--- src/rtl/xyMemArbPkg.sv ---
package xyMemArbPkg;
  typedef enum logic [1:0] {
    SRC_NONE = 2'd0,
    SRC_I    = 2'd1,
    SRC_DSP  = 2'd2,
    SRC_L    = 2'd3
  } srcSel_e;

  // per-bank command from control to datapath
  typedef struct packed {
    logic    en;
    logic    we;
    srcSel_e src;
  } bankStrobe_t;
endpackage

--- src/rtl/xyMemArbCtrl.sv ---
module xyMemArbCtrl
  import xyMemArbPkg::*;
#(
  parameter int AW    = 6,
  parameter int NPAGE = 2
) (
  input  logic          rstN,
  input  logic          modePriv,
  input  logic          modeDsp,
  input  logic          iReq,
  input  logic          iWe,
  input  logic [AW:0]   iAddr,
  input  logic          xReq,
  input  logic          xWe,
  input  logic [AW-1:0] xAddr,
  input  logic          yReq,
  input  logic          yWe,
  input  logic [AW-1:0] yAddr,
  input  logic          lReq,
  input  logic          lWe,
  input  logic [AW:0]   lAddr,
  input  logic          lUserRegion,
  output bankStrobe_t   strobe [2*NPAGE],
  output logic          iReady,
  output logic          xReady,
  output logic          yReady,
  output logic          lReady,
  output logic          lErr
);
  localparam int PB    = $clog2(NPAGE);
  localparam int NBANK = 2 * NPAGE;
  localparam int BW    = PB + 1;

  logic lOk;
  logic [NBANK-1:0] iHit, dHit, lHit, dWin, lWin;

  // mode permission for direct local access
  assign lOk = modePriv ? ~lUserRegion : (modeDsp & lUserRegion);

  genvar b;
  generate
    for (b = 0; b < NBANK; b++) begin : g_bank
      assign iHit[b] = rstN && iReq && (iAddr[AW -: BW] == BW'(b));
      assign dHit[b] = rstN && ((xReq && ({1'b0, xAddr[AW-1 -: PB]} == BW'(b))) ||
                                (yReq && ({1'b1, yAddr[AW-1 -: PB]} == BW'(b))));
      assign lHit[b] = rstN && lReq && lOk && (lAddr[AW -: BW] == BW'(b));
      assign dWin[b] = dHit[b] & ~iHit[b];
      assign lWin[b] = lHit[b] & ~iHit[b] & ~dHit[b];

      always_comb begin
        strobe[b].en  = iHit[b] | dHit[b] | lHit[b];
        strobe[b].src = SRC_NONE;
        strobe[b].we  = 1'b0;
        if (iHit[b]) begin
          strobe[b].src = SRC_I;
          strobe[b].we  = iWe;
        end else if (dHit[b]) begin
          strobe[b].src = SRC_DSP;
          strobe[b].we  = (b < NPAGE) ? xWe : yWe;
        end else if (lHit[b]) begin
          strobe[b].src = SRC_L;
          strobe[b].we  = lWe;
        end
      end
    end
  endgenerate

  assign iReady = |iHit;
  assign xReady = |dWin[NPAGE-1:0];
  assign yReady = |dWin[NBANK-1:NPAGE];
  assign lReady = |lWin;
  assign lErr   = rstN && lReq && !lOk;
endmodule

--- src/rtl/xyMemArbDatapath.sv ---
module xyMemArbDatapath
  import xyMemArbPkg::*;
#(
  parameter int AW    = 6,
  parameter int NPAGE = 2,
  parameter int DW    = 16
) (
  input  logic          clk,
  input  logic          rstN,
  input  bankStrobe_t   strobe [2*NPAGE],
  input  logic          iReady,
  input  logic          xReady,
  input  logic          yReady,
  input  logic          lReady,
  input  logic [AW:0]   iAddr,
  input  logic [DW-1:0] iWdata,
  input  logic [AW-1:0] xAddr,
  input  logic [DW-1:0] xWdata,
  input  logic [AW-1:0] yAddr,
  input  logic [DW-1:0] yWdata,
  input  logic [AW:0]   lAddr,
  input  logic [DW-1:0] lWdata,
  output logic [DW-1:0] iRdata,
  output logic [DW-1:0] xRdata,
  output logic [DW-1:0] yRdata,
  output logic [DW-1:0] lRdata
);
  localparam int PB    = $clog2(NPAGE);
  localparam int NBANK = 2 * NPAGE;
  localparam int BW    = PB + 1;
  localparam int OW    = AW - PB;
  localparam int DEPTH = 1 << OW;

  logic [DW-1:0] bankQ [NBANK];
  logic [BW-1:0] iRet, xRet, yRet, lRet;

  genvar b;
  generate
    for (b = 0; b < NBANK; b++) begin : g_bank
      logic [DW-1:0] store [DEPTH];
      logic [OW-1:0] off;
      logic [DW-1:0] wd;

      always_comb begin
        off = '0;
        wd  = '0;
        case (strobe[b].src)
          SRC_I: begin
            off = iAddr[OW-1:0];
            wd  = iWdata;
          end
          SRC_DSP: begin
            off = (b < NPAGE) ? xAddr[OW-1:0] : yAddr[OW-1:0];
            wd  = (b < NPAGE) ? xWdata : yWdata;
          end
          SRC_L: begin
            off = lAddr[OW-1:0];
            wd  = lWdata;
          end
          default: ;
        endcase
      end

      always_ff @(posedge clk) begin
        if (strobe[b].en && strobe[b].we) store[off] <= wd;
      end

      always_ff @(posedge clk) begin
        if (!rstN) bankQ[b] <= '0;
        else if (strobe[b].en && !strobe[b].we) bankQ[b] <= store[off];
      end
    end
  endgenerate

  // remember which bank each requester was granted, for read return
  always_ff @(posedge clk) begin
    if (!rstN) begin
      iRet <= '0;
      xRet <= '0;
      yRet <= BW'(NPAGE);
      lRet <= '0;
    end else begin
      if (iReady) iRet <= iAddr[AW -: BW];
      if (xReady) xRet <= {1'b0, xAddr[AW-1 -: PB]};
      if (yReady) yRet <= {1'b1, yAddr[AW-1 -: PB]};
      if (lReady) lRet <= lAddr[AW -: BW];
    end
  end

  assign iRdata = bankQ[iRet];
  assign xRdata = bankQ[xRet];
  assign yRdata = bankQ[yRet];
  assign lRdata = bankQ[lRet];
endmodule

--- src/rtl/xyMemArb.sv ---
module xyMemArb
  import xyMemArbPkg::*;
#(
  parameter int AW    = 6,
  parameter int NPAGE = 2,
  parameter int DW    = 16
) (
  input  logic          clk,
  input  logic          rstN,
  input  logic          modePriv,
  input  logic          modeDsp,
  input  logic          iReq,
  input  logic          iWe,
  input  logic [AW:0]   iAddr,
  input  logic [DW-1:0] iWdata,
  output logic          iReady,
  output logic [DW-1:0] iRdata,
  input  logic          xReq,
  input  logic          xWe,
  input  logic [AW-1:0] xAddr,
  input  logic [DW-1:0] xWdata,
  output logic          xReady,
  output logic [DW-1:0] xRdata,
  input  logic          yReq,
  input  logic          yWe,
  input  logic [AW-1:0] yAddr,
  input  logic [DW-1:0] yWdata,
  output logic          yReady,
  output logic [DW-1:0] yRdata,
  input  logic          lReq,
  input  logic          lWe,
  input  logic [AW:0]   lAddr,
  input  logic          lUserRegion,
  input  logic [DW-1:0] lWdata,
  output logic          lReady,
  output logic          lErr,
  output logic [DW-1:0] lRdata
);
  bankStrobe_t strobe [2*NPAGE];

  xyMemArbCtrl #(.AW(AW), .NPAGE(NPAGE)) u_ctrl (
    .rstN(rstN), .modePriv(modePriv), .modeDsp(modeDsp),
    .iReq(iReq), .iWe(iWe), .iAddr(iAddr),
    .xReq(xReq), .xWe(xWe), .xAddr(xAddr),
    .yReq(yReq), .yWe(yWe), .yAddr(yAddr),
    .lReq(lReq), .lWe(lWe), .lAddr(lAddr), .lUserRegion(lUserRegion),
    .strobe(strobe),
    .iReady(iReady), .xReady(xReady), .yReady(yReady),
    .lReady(lReady), .lErr(lErr)
  );

  xyMemArbDatapath #(.AW(AW), .NPAGE(NPAGE), .DW(DW)) u_dp (
    .clk(clk), .rstN(rstN), .strobe(strobe),
    .iReady(iReady), .xReady(xReady), .yReady(yReady), .lReady(lReady),
    .iAddr(iAddr), .iWdata(iWdata),
    .xAddr(xAddr), .xWdata(xWdata),
    .yAddr(yAddr), .yWdata(yWdata),
    .lAddr(lAddr), .lWdata(lWdata),
    .iRdata(iRdata), .xRdata(xRdata), .yRdata(yRdata), .lRdata(lRdata)
  );
endmodule

--- config.mk ---
export PLATFORM = sky130hd
export DESIGN_NAME = xyMemArb
export DESIGN_NICKNAME = d
export VERILOG_FILES = /design/src/rtl/xyMemArbPkg.sv /design/src/rtl/xyMemArbCtrl.sv /design/src/rtl/xyMemArbDatapath.sv /design/src/rtl/xyMemArb.sv
export SDC_FILE = /design/constraint.sdc
export NUM_CORES = 2
export LEC_CHECK = 0
export ABC_AREA = 1
export BUFFER_PORTS_ARGS = -buffer_cell sky130_fd_sc_hd__clkbuf_2
export CORE_UTILIZATION = 40
export CTS_BUF_LIST = sky130_fd_sc_hd__clkbuf_16
export DETAILED_ROUTE_END_ITERATION = 16
export MAX_ROUTING_LAYER = met4
export PLACE_DENSITY = 0.66
export SYNTH_ARGS = -nofsm -noshare
export SYNTH_HDL_FRONTEND = slang
export SYNTH_SLANG_ARGS = --single-unit
--- constraint.sdc ---
create_clock -name clk -period 2.89 [get_ports clk]
set_input_delay 0.1445 -clock clk [delete_from_list [all_inputs] [get_ports clk]]
set_output_delay 0.1445 -clock clk [all_outputs]
set_load 0.05 [all_outputs]
After elaboration in Yosys (flattened, before gate mapping)
Memory sizes are Yosys's and may differ from the RTL's. A register that Yosys moved wholly into a read port is not among the register bits.
Cells that the tools add are included.
{"block": "classes", "eq_ne": 18, "n_mux": 54, "bitwise": 36, "n_reduce_logical": 39}
{"cell": "$pmux W16 S3", "n": 4}
{"cell": "$mux W16", "n": 4}
{"cell": "$pmux W5 S3", "n": 4}
{"cell": "$mux W3", "n": 12}
{"cell": "$logic_and A1 B1 Y1", "n": 28}
{"cell": "$eq A2 B2 Y1 const B", "n": 12}
{"cell": "$mux W1", "n": 22}
{"cell": "$mux W2", "n": 8}
{"cell": "$and A1 B1 Y1", "n": 13}
{"cell": "$eq A2 B1 Y1 const B", "n": 6}
{"cell": "$or A1 B1 Y1", "n": 12}
{"cell": "$not A1 Y1", "n": 11}
{"cell": "$reduce_or A4 Y1", "n": 2}
{"cell": "$logic_not A1 Y1", "n": 5}
{"cell": "$logic_not A2 Y1", "n": 2}
{"cell": "$reduce_or A2 Y1", "n": 2}
{"block": "word_totals", "reg_bits": 6, "ram_bits": 2112, "in_bits": 103, "out_inout_bits": 69, "wordCells": 156, "n_memories": 5}
{"name": "u_dp.g_bank[0].store", "words": 32, "width": 16, "rd": 1, "rd_clocked_by_memory_dff": 0, "write_ports": 1, "line": "xyMemArbDatapath.sv:40", "text": "logic [DW-1:0] store [DEPTH];"}
{"name": "u_dp.g_bank[1].store", "words": 32, "width": 16, "rd": 1, "rd_clocked_by_memory_dff": 0, "write_ports": 1, "line": "xyMemArbDatapath.sv:40"}
{"name": "u_dp.g_bank[2].store", "words": 32, "width": 16, "rd": 1, "rd_clocked_by_memory_dff": 0, "write_ports": 1, "line": "xyMemArbDatapath.sv:40"}
{"name": "u_dp.g_bank[3].store", "words": 32, "width": 16, "rd": 1, "rd_clocked_by_memory_dff": 0, "write_ports": 1, "line": "xyMemArbDatapath.sv:40"}
{"name": "u_dp.bankQ", "words": 4, "width": 16, "rd": 4, "rd_clocked_by_memory_dff": 4, "write_ports": 4, "line": "xyMemArbDatapath.sv:34", "text": "logic [DW-1:0] bankQ [NBANK];"}

Depth between registers and ports, before layout
{"block": "logic_depth", "word_depth": 13, "depth_mapped": 21, "depth_no_buf": 18}

Modules after synthesis
From an unflattened synthesis, not the netlist that was laid out.
{"block": "hier_totals", "cells_unflattened": 8671, "area_unflattened_um2": 90161.5}
{"module": "xyMemArbDatapath", "n_inst": 1, "cells_per_inst": 8580, "area_each_um2": 89749.8}
{"module": "xyMemArbCtrl", "n_inst": 1, "cells_per_inst": 91, "area_each_um2": 411.6}

Worst setup path before layout
OpenSTA, ideal clock, no wires.
{"block": "synth_timing", "kind": "input -> register", "from": "input port rstN", "to": "memory u_dp.g_bank[1].store[12][0] (enable)", "t_arrival_ps": 2456, "required_time_ps": 2502, "slack_ps": 46, "cell_stages": 14, "path_buffers": 4, "cell_sequence": "buf_6 > nand2_4 > inv_4 > nand2_2 > nand2_2 > inv_2 > nand2_1 > nand3_1 > nand2_1 > buf_2 > buf_4 > buf_2 > nand3_1 > nor2_1"}
{"block": "synth_between", "elab_chain_cells": 9, "elab_cells_between_ends": 18}
{"item": "from (decl)", "line": "xyMemArb.sv:9", "text": "input logic rstN,"}
{"item": "branches (longest 9 deep; another with $pmux W5 S3)"}
{"item": "to (decl)", "line": "xyMemArbDatapath.sv:40"}
Several ways; the timed one is not identified.

==> summary.md <==
| Metric | Value |
|---|---|
| Maximum net fanout on the critical path | `11` |
| Number of H-tree levels | `4` |
| Outcome | `complete, no violations` |
| Pre-Repair DR Iteration Count | `6` |
| Buffer cell driving the clock tree root | `clkbuf_16` |
| Total clock sinks | `2124` |
| Final non-filler cell total | `12380` |
| Chip Height | `477.2 um` |
| Data arrival time at the worst-slack endpoint | `2.65 ns` |
| Clock-pin slew on the worst setup and hold paths | `0.06 ns` |
| Maximum number of pins on one net before global-route repair | `92` |
| Ratio of routed vias to standard cells | `5.298` |
| Buffer levels on the longest clock path | `3` |
| Dpl hpwl | `192000 um` |
| Yosys Warn Count | `0` |
| Overall power | `69100 uW` |
| Number of violations reported at the end of detailed-routing iteration 0 | `7700` |
| Total overflow reported by the global router | `0` |
| Initial Utilization | `40.20%` |
| Portion of the post-synthesis area used by sequential elements | `70.49%` |
| Crit path capture type | `output port` |
| Final hold violation count | `0` |
| Final slew viol count | `0` |
| Clock latency on the worst-skew pair | `0.88 ns` |
| IO Pins | `172` |
| Area taken by multi-input logic gates | `24230 um2` |
| Avg Synthesized Cell Area | `10.59 um2` |
| Relative max-transition margin | `7.439%` |
| Global-route wire length before repair | `418000 um` |
| Via count of the first global-routing pass | `62910` |
| Number of placed cells counting well taps | `11960` |
| Area of the mapped netlist | `90310 um2` |
| Leakage | `0.04065 uW` |
| Type of the most critical hold path | `in2reg` |
| Total routing usage reported by global routing | `25.51%` |
| Delay of the slowest critical-path stage | `0.88 ns` |
| Area growth from synthesis to layout | `20.38%` |
| Fillers | `19730` |
| WP data required | `2.75 ns` |
| Cell with the biggest individual delay on the critical path | `o21ai_1` |
| Sequential cell area in the final layout | `63660 um2` |
| DIE AREA | `227700 um2` |
| Hold_ws | `0.03576 ns` |
| Setup repair after global routing missed its margin | `no` |
| Detailed-route DRC error count | `0` |
| Count of buffers from port buffering | `171` |
| Count of distinct cell types in the synthesized netlist | `34` |
| Synth Register Bits | `2124` |
| Placeable Area | `224700 um2` |
| Min Clock Period, post-route | `2.799 ns` |
| Mean routed wirelength per cell | `23.11 um` |
| Maximum operating frequency | `357.2 MHz` |
| Peak supply drop | `0.7125 mV` |
| Routed Wire Length | `286100 um` |
| Final RePlAce weighted congestion | `1.000` |
| Number of nets produced by synthesis | `8630` |
| Number of antenna violations at the first check in global routing | `8` |
| Fraction of final layout cells sized beyond drive strength 1 | `14.56%` |
| Number of clock buffers inserted by TritonCTS | `211` |
| Final clock skew | `0.02956 ns` |
| Worst reg-to-reg setup slack | `1.12 ns` |
| Setup Total Neg Slack | `0 ns` |
| Core Rows | `174` |
| Finish-stage setup viols | `0` |
| Cells traversed along the worst timing path | `o21ai_1 > clkbuf_2` |
| Max-cap check violation count | `0` |
| Synth Instances | `8527` |
| Transition time at the pin with the least slew margin | `1.388 ns` |
| Share of the clock period used by the worst path | `96.86%` |
| Total number of nets in the final design | `9303` |
| Worst setup path category | `reg2out` |
| Power density of the placed cells | `635.6 nW/um2` |
| Die Wd | `477.2 um` |
| Category of the worst setup path launch point | `flop` |
| Total via count after detailed routing | `65600` |
| Antenna violation net count after detailed routing | `0` |
| CTS tree | `built` |
flip-flops by register name (all words and copies together) (netlist names), named ones only:
signal	count
u_dp.g_bank.store	2048
u_dp.yRet	1
u_dp.xRet	1
u_dp.bankQ	64
u_dp.lRet	2
u_dp.iRet	2
synthesized netlist by cell type, drive strengths merged:
library cell / count / area [um2]
o22ai: 17 / 106.4
buf: 338 / 1778
nand3: 767 / 3874
clkinv: 4 / 16.26
dfxtp: 12 / 240.2
mux2: 16 / 180.2
clkbuf: 110 / 412.9
o211ai: 5 / 37.54
o21ai: 185 / 929.6
nand4: 37 / 250.2
nand2: 4156 / 15680
inv: 254 / 955.9
nor4: 1 / 6.260
a221oi: 5 / 43.79
nor2: 337 / 1350
edfxtp: 2112 / 63420
a21oi: 122 / 610.6
o2111ai: 1 / 8.760
or2: 1 / 6.260
o221ai: 47 / 411.6
area by class of cell:
class	instances	share of cell area, %
sequential	2124	58.56
antenna	6	0.01381
inverter	258	0.9219
clock inverter	185	1.653
timing repair buffer	908	8.240
tap	2992	3.443
multi-input combinational	5697	22.29
clock buffer	212	4.880
kinds of logic (layout without fill, tap and decap cells):
kind of cell,Yosys count,after routing,synth area share (%)
AO/OA/AOI/OAI,382,382,2.379
buffers and inverters,706,1563,3.502
flip-flops,2124,2124,70.49
multiplexers,16,16,0.1995
other,0,6,0
AND/OR/NAND/NOR,5299,5299,23.43
metal layers:
| metal | share of wire, % | vias up | GRT usage (%) |
|---|---|---|---|
| li1 | - | 30080 | - |
| met1 | 38 | 31900 | 31.32 |
| met2 | 47 | 2974 | 40.43 |
| met3 | 7.4 | 643 | 3.250 |
| met4 | 7.0 | 0 | 15.29 |
| met5 | 0 | - | - |
worst max-delay path, delay by kind of cell (launching register included):
family,cells,cell delay (ns)
AOI/OAI and AO/OA,1,0.88
DFF,1,0.47
buffers and inverters,1,0.43
where the power goes:
group	internal, uW	switching (uW)
registers	34100	240
logic	2010	4760
clock network	16100	12000
total	52100	17000
stage by stage:
stage / util [%] / worst slack [ns] / area (um2)
6_report: 48.39 / 0.09067 / 108700
5_1_grt: 48.39 / 0.01988 / 108700
4_1_cts: 48.37 / 0.003239 / 108700
3_5_place_dp: 45.11 / -0.2395 / 101400
3_3_place_gp: 45.11 / -0.2628 / 101400
2_1_floorplan: - / 0.04554 / 90310
cells in the final DEF (no fill, tap or decap), types with 3 or more instances in the layout:
cell           Yosys  routed
a21oi_1          122     120
buf_4             36     530
nor2_1           319     315
inv_1            218     244
clkinv_2           1      39
nand2_4            4       7
o22ai_1           17      17
o221ai_1          47       4
diode_2            0       6
nand3_2            7       8
o221ai_2           0      13
clkinv_4           0       3
dfxtp_1           12      11
o21ai_0          131     118
nand4_1           34      34
edfxtp_1        2112    2112
clkinv_1           3      58
clkinvlp_4         0      16
inv_16             0       4
clkbuf_2           0     159
inv_2             35      29
nor2_2            10      12
mux2_2            16      16
inv_4              1       4
dlygate4sd3_1      0      20
nand2_8            0       4
bufinv_16          0      30
inv_6              0       8
clkbuf_16          0     212
clkinv_8           0       6
nand3_1          760     758
nor2_4             8      10
a221oi_1           5       5
buf_12             0     199
o211ai_1           5       5
nand4_2            3       3
o221ai_4           0      30
nand2_1         4134    4129
nand2_2           18      16
o21ai_1           53      66
final timing paths:
path / start / end / depth (start not counted)
max: flop / yRdata[5] / 2
min: iWdata[6] / u_dp.g_bank[2].store[11][6] / 4
max reg2reg: u_dp.g_bank[1].store[10][6] / u_dp.bankQ[1][6] / 10
min reg2reg: u_dp.yRet[0] / u_dp.yRet[0] / 2
what timing repair did:
item | 4_1_cts | 5_1_grt
setup buffers | 1 | 2
resized for setup | 10 | 7
hold buffers | 20 | 0
endpoints found under the hold margin | 312 | 0
endpoints found under the setup margin | 10 | 6
No activity file was read; power rests on OpenSTA's default activity.
